===== config.mk =====
export PLATFORM = sky130hd
export DESIGN_NAME = qc_channel
export DESIGN_NICKNAME = d
export VERILOG_FILES = /design/src/rtl/qc_pkg.sv /design/src/rtl/qc_sync.sv /design/src/rtl/qc_step_decode.sv /design/src/rtl/qc_byte_port.sv /design/src/rtl/qc_channel.sv
export SDC_FILE = /design/constraint.sdc
export NUM_CORES = 1
export LEC_CHECK = 0
export BUFFER_PORTS_ARGS = -buffer_cell sky130_fd_sc_hd__buf_4
export CAP_MARGIN = 0
export CORE_MARGIN = 10
export CORE_UTILIZATION = 50
export CTS_BUF_LIST = sky130_fd_sc_hd__clkbuf_16
export DETAILED_ROUTE_END_ITERATION = 7
export PLACE_DENSITY = 0.76
export SETUP_SLACK_MARGIN = 0.4
export SLEW_MARGIN = 20
export SYNTH_ARGS = -nofsm -noshare
export SYNTH_HDL_FRONTEND = slang
export SYNTH_HIERARCHICAL = 1
export SYNTH_SLANG_ARGS = --single-unit

===== constraint.sdc =====
create_clock -name clk -period 6.8 [get_ports clk]
set_input_delay 0.34 -clock clk [delete_from_list [all_inputs] [get_ports clk]]
set_output_delay 0.34 -clock clk [all_outputs]
set_load 0.05 [all_outputs]

===== src/rtl/qc_pkg.sv =====
package qc_pkg;
    localparam int unsigned QC_CNT_W = 24;
    localparam int unsigned QC_LANES = QC_CNT_W / 8;

    typedef enum logic [1:0] {
        BP_LOW  = 2'd0,
        BP_MID  = 2'd1,
        BP_HIGH = 2'd2
    } bptr_t;

    typedef enum logic [1:0] {
        RES_PULSE = 2'd0,
        RES_X1    = 2'd1,
        RES_X2    = 2'd2,
        RES_X4    = 2'd3
    } res_t;

    typedef enum logic [2:0] {
        TGT_CMD   = 3'b000,
        TGT_MODE  = 3'b001,
        TGT_IO    = 3'b010,
        TGT_INDEX = 3'b011
    } tgt_t;

    typedef struct packed {
        logic ptr_rst;
        logic cnt_clr;
        logic flg_clr;
        logic err_clr;
        logic load;
        logic latch;
    } cmd_t;
endpackage


===== src/rtl/qc_sync.sv =====
module qc_sync #(
    parameter int unsigned W      = 3,
    parameter int unsigned STAGES = 2
) (
    input  logic         clk,
    input  logic         rst_n,
    input  logic [W-1:0] d,
    output logic [W-1:0] q,
    output logic [W-1:0] q_old
);
    logic [STAGES:0][W-1:0] pipe;

    always_ff @(posedge clk or negedge rst_n) begin
        if (!rst_n) begin
            pipe <= '0;
        end else begin
            pipe[0] <= d;
            for (int i = 1; i <= STAGES; i++) begin
                pipe[i] <= pipe[i-1];
            end
        end
    end

    assign q     = pipe[STAGES-1];
    assign q_old = pipe[STAGES];
endmodule


===== src/rtl/qc_step_decode.sv =====
module qc_step_decode
    import qc_pkg::*;
(
    input  res_t res,
    input  logic a_cur,
    input  logic a_old,
    input  logic b_cur,
    input  logic b_old,
    output logic step,
    output logic up,
    output logic bad
);
    logic a_chg, b_chg;

    assign a_chg = a_cur ^ a_old;
    assign b_chg = b_cur ^ b_old;
    assign bad   = (res != RES_PULSE) && a_chg && b_chg;

    always_comb begin
        unique case (res)
            RES_PULSE: begin
                step = a_cur & ~a_old;
                up   = b_cur;
            end
            RES_X1: begin
                step = a_chg & ~b_chg & ~b_cur;
                up   = a_cur;
            end
            RES_X2: begin
                step = a_chg & ~b_chg;
                up   = a_cur ^ b_cur;
            end
            default: begin
                step = a_chg ^ b_chg;
                up   = a_cur ^ b_old;
            end
        endcase
    end
endmodule


===== src/rtl/qc_byte_port.sv =====
module qc_byte_port
    import qc_pkg::*;
(
    input  logic                clk,
    input  logic                rst_n,
    input  logic                acc_wr,
    input  logic                acc_rd,
    input  logic [7:0]          wbyte,
    input  logic                ptr_rst,
    input  logic                latch_req,
    input  logic [QC_CNT_W-1:0] cnt_in,
    output logic [QC_CNT_W-1:0] preset_o,
    output logic [7:0]          rbyte
);
    bptr_t               ptr_q, ptr_nx;
    logic [QC_CNT_W-1:0] latch_q;
    logic                acc;

    assign acc = acc_wr | acc_rd;

    // state register
    always_ff @(posedge clk or negedge rst_n) begin
        if (!rst_n) ptr_q <= BP_LOW;
        else        ptr_q <= ptr_nx;
    end

    // transitions: advance, wrap, rewind
    always_comb begin
        ptr_nx = ptr_q;
        if (ptr_rst) begin
            ptr_nx = BP_LOW;
        end else if (acc) begin
            unique case (ptr_q)
                BP_LOW:  ptr_nx = BP_MID;
                BP_MID:  ptr_nx = BP_HIGH;
                BP_HIGH: ptr_nx = BP_LOW;
                default: ptr_nx = BP_LOW;
            endcase
        end
    end

    for (genvar g = 0; g < QC_LANES; g++) begin : g_lane
        always_ff @(posedge clk or negedge rst_n) begin
            if (!rst_n)
                preset_o[g*8 +: 8] <= '0;
            else if (acc_wr && (ptr_q == bptr_t'(g)))
                preset_o[g*8 +: 8] <= wbyte;
        end
    end

    always_ff @(posedge clk or negedge rst_n) begin
        if (!rst_n)         latch_q <= '0;
        else if (latch_req) latch_q <= cnt_in;
    end

    // output process
    always_comb begin
        unique case (ptr_q)
            BP_LOW:  rbyte = latch_q[7:0];
            BP_MID:  rbyte = latch_q[15:8];
            BP_HIGH: rbyte = latch_q[23:16];
            default: rbyte = 8'h00;
        endcase
    end

    p_ptr_wrap_r2: assert property (@(posedge clk) disable iff (!rst_n)
        (acc && !ptr_rst && ptr_q == BP_HIGH) |=> (ptr_q == BP_LOW));
    p_ptr_rewind_r2: assert property (@(posedge clk) disable iff (!rst_n)
        ptr_rst |=> (ptr_q == BP_LOW));
    p_latch_capture_r4: assert property (@(posedge clk) disable iff (!rst_n)
        latch_req |=> (latch_q == $past(cnt_in)));
endmodule


===== src/rtl/qc_channel.sv =====
module qc_channel
    import qc_pkg::*;
#(
    parameter int unsigned SYNC_STAGES = 2
) (
    input  logic       clk,
    input  logic       rst_n,
    input  logic       bus_wr,
    input  logic       bus_rd,
    input  logic       bus_ctl,
    input  logic [7:0] bus_wdata,
    output logic [7:0] bus_rdata,
    input  logic       glb_hold,
    input  logic       cnt_a,
    input  logic       cnt_b,
    input  logic       cnt_idx
);
    localparam logic [QC_CNT_W-1:0] CNT_MAX = '1;

    logic                ctl_wr;
    tgt_t                tgt;
    cmd_t                cmd;
    logic [1:0]          mode_q, io_q, idx_q;
    logic [QC_CNT_W-1:0] cnt_q, preset;
    logic                bt_q, ct_q, err_q, dir_q;
    logic [2:0]          s_now, s_old;
    logic                step, up, bad;
    logic                cnt_en, adv, idx_evt, idx_load, override;
    logic                act_now, act_old;
    logic [7:0]          port_byte;

    assign ctl_wr = bus_wr & bus_ctl;
    assign tgt    = tgt_t'(bus_wdata[7:5]);

    always_comb begin
        cmd = '0;
        if (ctl_wr && tgt == TGT_CMD) begin
            cmd.ptr_rst = bus_wdata[0];
            cmd.load    = bus_wdata[3];
            cmd.latch   = bus_wdata[4];
            cmd.cnt_clr = (bus_wdata[2:1] == 2'b01);
            cmd.flg_clr = (bus_wdata[2:1] == 2'b10);
            cmd.err_clr = (bus_wdata[2:1] == 2'b11);
        end
    end

    always_ff @(posedge clk or negedge rst_n) begin
        if (!rst_n) begin
            mode_q <= '0;
            io_q   <= '0;
            idx_q  <= '0;
        end else if (ctl_wr) begin
            unique case (tgt)
                TGT_MODE:  mode_q <= bus_wdata[4:3];
                TGT_IO:    io_q   <= bus_wdata[1:0];
                TGT_INDEX: idx_q  <= bus_wdata[1:0];
                default:   ;
            endcase
        end
    end

    qc_sync #(.W(3), .STAGES(SYNC_STAGES)) u_sync (
        .clk(clk), .rst_n(rst_n), .d({cnt_idx, cnt_b, cnt_a}),
        .q(s_now), .q_old(s_old)
    );

    qc_step_decode u_dec (
        .res(res_t'(mode_q)), .a_cur(s_now[0]), .a_old(s_old[0]),
        .b_cur(s_now[1]), .b_old(s_old[1]),
        .step(step), .up(up), .bad(bad)
    );

    assign cnt_en   = io_q[0] & ~glb_hold;
    assign adv      = cnt_en & step;
    assign act_now  = idx_q[1] ? s_now[2] : ~s_now[2];
    assign act_old  = idx_q[1] ? s_old[2] : ~s_old[2];
    assign idx_evt  = idx_q[0] & act_now & ~act_old;
    assign idx_load = idx_evt & io_q[1];
    assign override = glb_hold | cmd.load | cmd.cnt_clr | idx_load;

    always_ff @(posedge clk or negedge rst_n) begin
        if (!rst_n) begin
            cnt_q <= '0;
            bt_q  <= 1'b0;
            ct_q  <= 1'b0;
            err_q <= 1'b0;
            dir_q <= 1'b0;
        end else begin
            if (glb_hold)          cnt_q <= '0;
            else if (cmd.load)     cnt_q <= preset;
            else if (cmd.cnt_clr)  cnt_q <= '0;
            else if (idx_load)     cnt_q <= preset;
            else if (adv)          cnt_q <= up ? cnt_q + 1'b1 : cnt_q - 1'b1;

            if (cmd.flg_clr) begin
                bt_q <= 1'b0;
                ct_q <= 1'b0;
            end else if (adv && !override) begin
                bt_q <= bt_q ^ (~up & (cnt_q == '0));
                ct_q <= ct_q ^ (up & (cnt_q == CNT_MAX));
            end

            if (cmd.err_clr)          err_q <= 1'b0;
            else if (bad && cnt_en)   err_q <= 1'b1;

            if (adv) dir_q <= up;
        end
    end

    qc_byte_port u_port (
        .clk(clk), .rst_n(rst_n),
        .acc_wr(bus_wr & ~bus_ctl), .acc_rd(bus_rd & ~bus_ctl),
        .wbyte(bus_wdata), .ptr_rst(cmd.ptr_rst), .latch_req(cmd.latch),
        .cnt_in(cnt_q), .preset_o(preset), .rbyte(port_byte)
    );

    assign bus_rdata = bus_ctl ? {2'b00, dir_q, err_q, 2'b00, ct_q, bt_q} : port_byte;

    p_hold_zero_r12: assert property (@(posedge clk) disable iff (!rst_n)
        glb_hold |=> (cnt_q == '0));
    p_step_bound_r8: assert property (@(posedge clk) disable iff (!rst_n)
        (!glb_hold && !cmd.load && !cmd.cnt_clr && !idx_load) |=>
        (cnt_q == $past(cnt_q) || cnt_q == $past(cnt_q) + 1'b1 || cnt_q == $past(cnt_q) - 1'b1));
    p_carry_stable_r7: assert property (@(posedge clk) disable iff (!rst_n)
        (!cmd.flg_clr && !(adv && up && cnt_q == CNT_MAX)) |=> $stable(ct_q));
    p_err_sticky_r10: assert property (@(posedge clk) disable iff (!rst_n)
        (err_q && !cmd.err_clr) |=> err_q);
endmodule


==> insert_results.sql, run 1 <==
INSERT INTO impl_metrics (metric_group, metric, value, unit) VALUES
('die', 'initial_utilization', '52.0', '%'),
('routing', 'detail_route.vias_per_cell', '6.15', ''),
('global_routing', 'initial_antenna_violation_count', '0', ''),
('synthesis', 'asyncSetResetFlopFracSynth', '100', '%'),
('clock_tree', 'ctsLongestPathBuffers', '2', ''),
('hold_path', 'worstHoldStart', 'cnt_idx', ''),
('sta', 'timing.fmax', '243', 'MHz'),
('routing', 'topRoutingLayerUsed', 'met4', ''),
('power_and_ir_drop', 'share_clk_of_total_power', '27.9', '%'),
('synthesis', 'synth_nets', '572', ''),
('power_and_ir_drop', 'internal_power', '1.21', 'mW'),
('synthesis', 'netlist_area', '0.00541', 'mm²'),
('routing', 'detail_route.wirelength.met1', '6.37', 'mm'),
('hold_path', 'timing.hold.worst.class', 'in2reg', ''),
('die', 'core.rowCount', '37', ''),
('synthesis', 'post_synth.cell_area_avg', '10.2', 'µm²'),
('clock_tree', 'postCtsSetupRepairBufs', '0', ''),
('placed_design', 'replace_congestion', '0.957', ''),
('routing', 'drt.antenna.violating_nets', '0', ''),
('die', 'dieArea', '0.0154', 'mm²'),
('clock_tree', 'clkSlewWorstSetupHoldPaths', '0.08', 'ns'),
('sta', 'slew_viol_final', '0', ''),
('critical_path', 'critPathArrivalTime', '4.34', 'ns'),
('power_and_ir_drop', 'leakagePower', '2.64', 'nW'),
('hold_path', 'hold_path_end', 'u_sync/pipe[2]$_DFF_PN0_', ''),
('cells_and_area', 'n_fill_cell', '909', ''),
('synthesis', 'synthesis.yosys.warnings', '6', ''),
('clock_tree', 'inserted_clock_buffers', '9', ''),
('synthesis', 'postSynthRegisterBits', '93', ''),
('power_and_ir_drop', 'total_switching_power', '0.684', 'mW'),
('die', 'io-pin-count', '25', ''),
('critical_path', 'required', '7.02', 'ns'),
('synthesis', 'yosysSeqAreaShare', '43.0', '%'),
('routing', 'wl_per_cell', '20.4', 'µm'),
('clock_tree', 'cts_hold_buffers', '1', ''),
('critical_path', 'rrSetupSlack', '2.68', 'ns'),
('sta', 'slew_limit_headroom', '33.2', '%'),
('power_and_ir_drop', 'p_seq_share', '42.5', '%'),
('clock_tree', 'cts.sinks', '93', ''),
('synthesis', 'ys.flop_type', 'dfrtp_1', ''),
('cells_and_area', 'area_growth_syn_to_layout', '9.96', '%'),
('placed_design', 'placement.io_buffers', '24', ''),
('sta', 'tns', '0', 'ns'),
('sta', 'final.period_utilization', '60.6', '%'),
('clock_tree', 'cts_htree_levels', '3', ''),
('clock_tree', 'cts_resized', '0', ''),
('synthesis', 'netlist_instances', '530', ''),
('critical_path', 'critical_path.reg2reg.startpoint', 'mode_q[0]$_DFFE_PN0P_', ''),
('run_status', 'outcome', 'finished, final reports clean', ''),
('hold_path', 'holdPathStages', '1', ''),
('critical_path', 'r2r.worst_path.cells', '12', ''),
('power_and_ir_drop', 'power_frac_comb', '29.6', '%'),
('cells_and_area', 'antenna-diode-count', '0', ''),
('job', 'timing.max_cap.violations', '0', ''),
('placed_design', 'dp_hpwl', '10.4', 'mm'),
('sta', 'timing.final.crit_period', '4.12', 'ns'),
('critical_path', 'reg2reg_to', 'cnt_q[23]$_DFFE_PN0P_', ''),
('power_and_ir_drop', 'power.density', '318', 'mW/mm²'),
('die', 'floorplan.core_area', '0.0104', 'mm²'),
('synthesis', 'synth_enable_flop_cells', '0', ''),
('routing', 'drt_wl_total', '14.0', 'mm'),
('routing', 'drc', '0', ''),
('routing', 'num_vias', '4208', ''),
('critical_path', 'worst-path-max-fanout', '24', ''),
('routing', 'route.met3.wl', '921', 'µm'),
('sta', 'timing.hold.ws', '0.0936', 'ns'),
('routing', 'drt_iter0_markers', '384', ''),
('global_routing', 'grt_first_pass_wirelength', '22.6', 'mm'),
('clock_tree', 'cts_root_buffer', 'clkbuf_16', ''),
('sta', 'timing.clock.skew', '0.00934', 'ns'),
('global_routing', 'grt_remaining_overflow', '0', '');
[metrics by stage]
stage / worst slack, ns / util, % / instance area (µm²) / cells
floorplan: 3.55 / - / 5410 / 530
global placement: 2.86 / 54.0 / 5630 / 667
detailed placement: 2.75 / 54.0 / 5630 / 667
CTS: 2.72 / 57.1 / 5950 / 684
global route: 2.32 / 57.1 / 5950 / 684
finish: 2.68 / 57.1 / 5950 / 684
[cell usage in the layout, fill, tap and decap left out, types with 3 or more instances in the layout]
cell type and instances:
xor2_1 8, nor2b_1 11, nor2_1 24, a21o_1 3, a22oi_1 5, ha_1 24
a21oi_1 36, and2_1 3, o21ai_0 38, o211ai_1 5, nand2_1 66, a31oi_1 3
inv_1 13, o221ai_1 5, o21ai_1 4, mux2_2 58, buf_4 25, o21a_1 4
nor3_1 8, a211oi_1 5, xnor2_1 12, nand3_1 6, nor4_1 7, mux2i_1 13
clkbuf_16 9, dfrtp_1 93, nand4_1 9
[critical path, cell delays in order, from the launching register on]
cell     delay [ns]
dfrtp_1        0.49
mux2i_1        0.23
o32ai_1        0.09
a21oi_1        0.51
inv_1          0.60
ha_1           0.62
nand2_1        0.13
nor4_1         0.35
nand3_1        0.23
a41oi_1        0.37
nor2_1         0.09
mux2i_1        0.18
nand3_1        0.09
[final cells by class]
cell class	instances	area [µm²]	area share (%)
timing repair buffer	26	198	3.32
inverter	13	48.8	0.820
clock buffer	9	225	3.78
sequential	93	2330	39.1
tap	136	170	2.86
clock inverter	7	87.6	1.47
multi-input combinational	400	2900	48.6
[Yosys cell counts, drive strengths merged, types with 4 or more instances]
cell | number | area share (%)
inv | 13 | 0.90
o21a | 4 | 0.55
ha | 24 | 5.5
mux2 | 58 | 12
xor2 | 8 | 1.3
o221ai | 5 | 0.81
nand2 | 68 | 4.9
nand4 | 9 | 1.0
and2 | 4 | 0.51
a211oi | 6 | 1.1
a21oi | 37 | 3.5
nor2 | 24 | 1.7
nor3 | 9 | 0.92
xnor2 | 12 | 1.9
nor2b | 11 | 1.3
nor4 | 8 | 1.2
mux2i | 13 | 2.4
a22oi | 5 | 0.69
dfrtp | 93 | 43
o21ai | 42 | 3.9
clkbuf | 7 | 0.51
buf | 17 | 2.1
nand3 | 6 | 0.55
o211ai | 5 | 0.69
[flip-flops by register name, indices dropped and copies added, names as in the netlist]
| signal | flops |
|---|---|
| ct_q | 1 |
| mode_q | 2 |
| err_q | 1 |
| idx_q | 2 |
| u_sync/q_old | 3 |
| cnt_q | 24 |
| u_sync/q | 3 |
| bt_q | 1 |
| u_port/latch_q | 24 |
| u_port/preset_o | 24 |
| dir_q | 1 |
| u_port/ptr_q | 2 |
| u_sync/pipe | 3 |
| io_q | 2 |
[logic make-up (layout without fill, tap and decap cells)]
| logic type | Yosys count | after routing | share of synthesized area, % |
|---|---|---|---|
| buffers and inverters | 37 | 55 | 3.54 |
| adder cells (fa/ha/maj) | 25 | 25 | 5.92 |
| multiplexers | 72 | 72 | 14.9 |
| flip-flops | 93 | 93 | 43.0 |
| XOR/XNOR | 20 | 20 | 3.24 |
| AO/OA/AOI/OAI | 127 | 127 | 14.8 |
| AND/OR/NAND/NOR | 156 | 156 | 14.6 |
[layer usage]
metal  global-route usage [%]  vias to the layer above
met5                        0                        -
met4                     5.11                        0
li1                         -                     1956
met1                     26.1                     2094
met2                     30.2                      145
met3                     2.76                       13
[worst max-delay path by stage]
stage                          startpoint                    end  slack, ns  cells after the start
finish              mode_q[0]$_DFFE_PN0P_  cnt_q[23]$_DFFE_PN0P_       2.68                     12
global route        mode_q[0]$_DFFE_PN0P_  cnt_q[23]$_DFFE_PN0P_       2.32                     12
CTS                 mode_q[0]$_DFFE_PN0P_  cnt_q[23]$_DFFE_PN0P_       2.72                     12
detailed placement  mode_q[0]$_DFFE_PN0P_  cnt_q[23]$_DFFE_PN0P_       2.75                     12
global placement    mode_q[0]$_DFFE_PN0P_  cnt_q[23]$_DFFE_PN0P_       2.86                     12
floorplan           mode_q[0]$_DFFE_PN0P_  cnt_q[20]$_DFFE_PN0P_       3.55                     13
[power by group through the flow]
stage          Clock [mW]  Sequential (mW)  Combinational, mW
2_1_floorplan           0            0.736              0.459
3_3_place_gp            0            0.803              0.547
3_5_place_dp            0            0.812              0.557
4_1_cts             0.538            0.801              0.560
5_1_grt             0.561            0.821              0.618
6_report            0.529            0.806              0.561
Note: power is estimated with default switching activity, not from simulation.
==> inputs of run 2 (changes only) <==
- ABC_AREA: not set -> 1
- clock period: 6.8 -> 3.9 ns (I/O delays scaled with it)
==> run 2 against run 1 <==
Against the previous run: synthesized cell count is 78% higher; flip-flop and latch count stayed put; critical endpoint is now cnt_q[19]$_DFFE_PN0P_; global-route usage is 0.68 points higher; die area is 16% higher.
==> insert_results.sql, run 2 <==
INSERT INTO impl_metrics (metric_group, metric, value, unit) VALUES
('run_status', 'outcome', 'finished, final reports clean', ''),
('cells_and_area', 'layout.cells.non_filler', '1138', ''),
('cells_and_area', 'multiInputGateArea', '0.00335', 'mm²'),
('cells_and_area', 'post-route-util', '55.5', '%'),
('power_and_ir_drop', 'leakagePower', '3.86', 'nW'),
('routing', 'drt.antenna.violating_nets', '0', ''),
('critical_path', 'worst-path-max-fanout', '11', ''),
('synthesis', 'synthesized_area_fraction_occupied_by_and_or_nand_nor_cells', '38.2', '%'),
('routing', 'drt_wl_total', '17.5', 'mm'),
('cells_and_area', 'top_regs', 'cnt_q (24), u_port/latch_q (24), u_port/preset_o (24)', ''),
('cells_and_area', 'sequential_cell_area_in_the_final_layout', '0.00233', 'mm²'),
('synthesis', 'synth_enable_flop_cells', '0', ''),
('sta', 'slew_viol_final', '0', ''),
('die', 'io-pin-count', '25', ''),
('global_routing', 'grt_pass1_vias', '5462', ''),
('placed_design', 'total_cell_area_at_the_placement_stage', '0.00666', 'mm²'),
('sta', 'worstMarginPinSlew', '0.876', 'ns'),
('cells_and_area', 'layout.cells.most_common', 'nand2_1', ''),
('sta', 'hold_viol', '0', ''),
('global_routing', 'grt_first_pass_wirelength', '28.1', 'mm'),
('synthesis', 'synth_cell_types', '47', ''),
('cells_and_area', 'antenna-diode-count', '0', ''),
('power_and_ir_drop', 'vdd.ir_drop.worst', '0.535', 'mV'),
('clock_tree', 'clkSlewWorstSetupHoldPaths', '0.07', 'ns'),
('synthesis', 'ys_top_cells_by_area', 'dfrtp_1 (36%), nand2_1 (18%), inv_1 (8.0%), nor2_1 (6.1%), nand3_1 (6.1%)', ''),
('cells_and_area', 'finish.net_count', '1003', ''),
('routing', 'num_vias', '6003', ''),
('job', 'timing.max_cap.violations', '0', ''),
('synthesis', 'synth.top_cells.by_count', 'nand2_1 (308), inv_1 (137), nor2_1 (105), dfrtp_1 (93), nand3_1 (78)', ''),
('critical_path', 'critPathCaptureType', 'flip-flop', ''),
('sta', 'timing.clock.skew', '0.00876', 'ns'),
('synthesis', 'ys.flop_type', 'dfrtp_1', ''),
('clock_tree', 'inserted_clock_buffers', '9', ''),
('clock_tree', 'cts_root_buffer', 'clkbuf_16', ''),
('synthesis', 'yosysMostFrequentCell', 'nand2_1', ''),
('routing', 'drc', '0', ''),
('power_and_ir_drop', 'total_switching_power', '1.90', 'mW'),
('global_routing', 'initial_antenna_violation_count', '0', ''),
('clock_tree', 'cts_htree_levels', '3', ''),
('routing', 'detail_route.vias_per_cell', '5.28', ''),
('critical_path', 'required', '4.16', 'ns'),
('routing', 'drt_iter0_markers', '615', ''),
('die', 'initial_utilization', '51.0', '%'),
('power_and_ir_drop', 'power.density', '593', 'mW/mm²'),
('clock_tree', 'clock_insertion_delay_worst_skew', '0.36', 'ns'),
('hold_path', 'timing.hold.worst.class', 'in2reg', ''),
('sta', 'final.period_utilization', '82.0', '%'),
('placed_design', 'replace_congestion', '0.934', ''),
('sta', 'grt_setup_unrepaired', 'false', ''),
('synthesis', 'postSynthRegisterBits', '93', ''),
('synthesis', 'synth.largest_area_cell', 'dfrtp_1', ''),
('die', 'floorplan.core_area', '0.0126', 'mm²'),
('power_and_ir_drop', 'p_seq_share', '35.0', '%'),
('global_routing', 'grt_remaining_overflow', '0', ''),
('synthesis', 'synth_mux_area_share', '0.700', '%'),
('power_and_ir_drop', 'share_clk_of_total_power', '20.9', '%'),
('synthesis', 'synth_nets', '985', ''),
('synthesis', 'yosys.area_share.adder', '4.98', '%'),
('placed_design', 'dp.cells', '1116', ''),
('synthesis', 'netlist_instances', '943', ''),
('power_and_ir_drop', 'internal_power', '2.26', 'mW'),
('routing', 'drt_pre_antenna_iters', '7', ''),
('sta', 'slew_limit_headroom', '41.6', '%'),
('critical_path', 'critPathArrivalTime', '3.46', 'ns'),
('die', 'die_width', '133', 'µm'),
('synthesis', 'post-synth-top-area-fraction', '36.2', '%'),
('cells_and_area', 'final_cell_mix', 'nand2_1 (308), inv_1 (136), nor2_1 (103)', ''),
('cells_and_area', 'area_growth_syn_to_layout', '8.95', '%'),
('critical_path', 'crit_start_category', 'flip-flop', ''),
('sta', 'timing.final.crit_period', '3.20', 'ns'),
('cells_and_area', 'drive_gt1_share', '8.70', '%'),
('clock_tree', 'ctsLongestPathBuffers', '2', ''),
('power_and_ir_drop', 'power_frac_comb', '44.1', '%'),
('global_routing', 'grtUsageTotal', '19.6', '%'),
('placed_design', 'placement.io_buffers', '24', ''),
('global_routing', 'grt_max_degree', '69', ''),
('synthesis', 'yosysSeqAreaShare', '36.2', '%'),
('synthesis', 'synthesis.yosys.warnings', '6', ''),
('routing', 'wl_per_cell', '15.3', 'µm'),
('die', 'dieArea', '0.0178', 'mm²'),
('die', 'core.rowCount', '41', ''),
('synthesis', 'synth_compound_gate_area_share', '6.32', '%'),
('synthesis', 'netlist_area', '0.00643', 'mm²'),
('cells_and_area', 'layout.cell_area.non_filler', '0.00701', 'mm²'),
('synthesis', 'asyncSetResetFlopFracSynth', '100', '%'),
('sta', 'setup_violations', '0', ''),
('die', 'floorplan.die.height', '133', 'µm'),
('clock_tree', 'cts_tree', 'done', ''),
('sta', 'tns', '0', 'ns'),
('synthesis', 'post_synth.cell_area_avg', '6.82', 'µm²'),
('critical_path', 'setup_cp_type', 'reg2reg', ''),
('power_and_ir_drop', 'switching_share', '45.7', '%'),
('placed_design', 'dp_hpwl', '13.0', 'mm'),
('synthesis', 'synth_top_family_by_area', 'simple AND/OR/NAND/NOR gates', ''),
('synthesis', 'synth_xor_xnor_area_share', '1.77', '%'),
('cells_and_area', 'n_fill_cell', '1263', ''),
('clock_tree', 'cts.sinks', '93', ''),
('sta', 'timing.fmax', '313', 'MHz');
run 2: what timing repair did:
item,4_1_cts,5_1_grt
endpoints found under the hold margin,70,0
buffers inserted,0,1
setup endpoints to repair,0,9
hold buffers,4,0
gates resized for setup,0,2
run 2: worst paths after layout:
check                                         startpoint                        endpoint  slack (ns)  cells past startpoint
worst min-delay path                        bus_wdata[1]  u_port/preset_o[1]$_DFFE_PN0P_        0.12                      3
max in group asynchronous                          rst_n            cnt_q[5]$_DFFE_PN0P_        2.51                      3
worst min register to register  u_sync/pipe[2]$_DFF_PN0_           u_sync/q[2]$_DFF_PN0_        0.36                      0
min in group asynchronous                          rst_n     u_port/ptr_q[0]$_DFFE_PN0P_        0.51                      2
worst max-delay path               mode_q[1]$_DFFE_PN0P_           cnt_q[19]$_DFFE_PN0P_        0.70                     18
worst max register to register     mode_q[1]$_DFFE_PN0P_           cnt_q[19]$_DFFE_PN0P_        0.70                     18
run 2: kinds of logic (layout without fill, tap and decap cells):
family / count (synthesis) / in the layout
and+or+nand+nor: 559 / 559
adders and majority gates: 25 / 25
AOI/OAI and AO/OA: 78 / 78
xor gates and xnor gates: 13 / 13
DFF: 93 / 93
buffers and inverters: 171 / 194
muxes: 4 / 4
run 2: power by group through the flow:
stage                     Combinational (mW)  Clock (mW)  Sequential, mW
after floorplan                         1.41           0            1.37
after global placement                  1.77           0            1.45
after detailed placement                1.78           0            1.45
after CTS                               1.80       0.880            1.44
after global routing                    2.06       0.920            1.48
final                                   1.83       0.869            1.45
run 2: layer usage:
layer / wire length [µm] / up-vias / track usage, %
met1: 8030 / 2773 / 26.7
li1: - / 3005 / -
met5: 0 / - / 0
met4: 368 / 0 / 6.23
met2: 7880 / 197 / 29.9
met3: 1190 / 28 / 4.44
run 2: layout make-up:
cell class / count / area share, %
timing repair buffer: 35 / 3.89
clock inverter: 7 / 0.910
timing repair inverter: 1 / 0.107
inverter: 142 / 7.80
multi-input combinational: 679 / 47.8
sequential: 93 / 33.2
clock buffer: 9 / 3.21
tap: 172 / 3.07
run 2: worst max-delay path, cell delays in order (launching register included):
cell        delay, ns
dfrtp_1          0.47
nand2_1          0.15
nand2_1          0.06
nand3_1          0.07
nand3_1          0.07
nand2_1          0.32
clkinvlp_4       0.39
ha_1             0.47
nand2_1          0.13
inv_1            0.09
nand2_1          0.06
nor2_1           0.16
nand3b_1         0.12
nand4_1          0.11
nand3_1          0.16
nand2_1          0.10
nand2_1          0.05
nand2_1          0.06
nand2_1          0.04
run 2: stage by stage:
step / setup WS [ns] / hold slack, ns / power (mW)
after global routing: 0.499 / 0.137 / 4.45
after global placement: 0.658 / 0.304 / 3.23
after detailed placement: 0.658 / 0.306 / 3.24
final: 0.701 / 0.120 / 4.16
after floorplan: 1.25 / -0.101 / 2.78
after CTS: 0.641 / 0.111 / 4.12
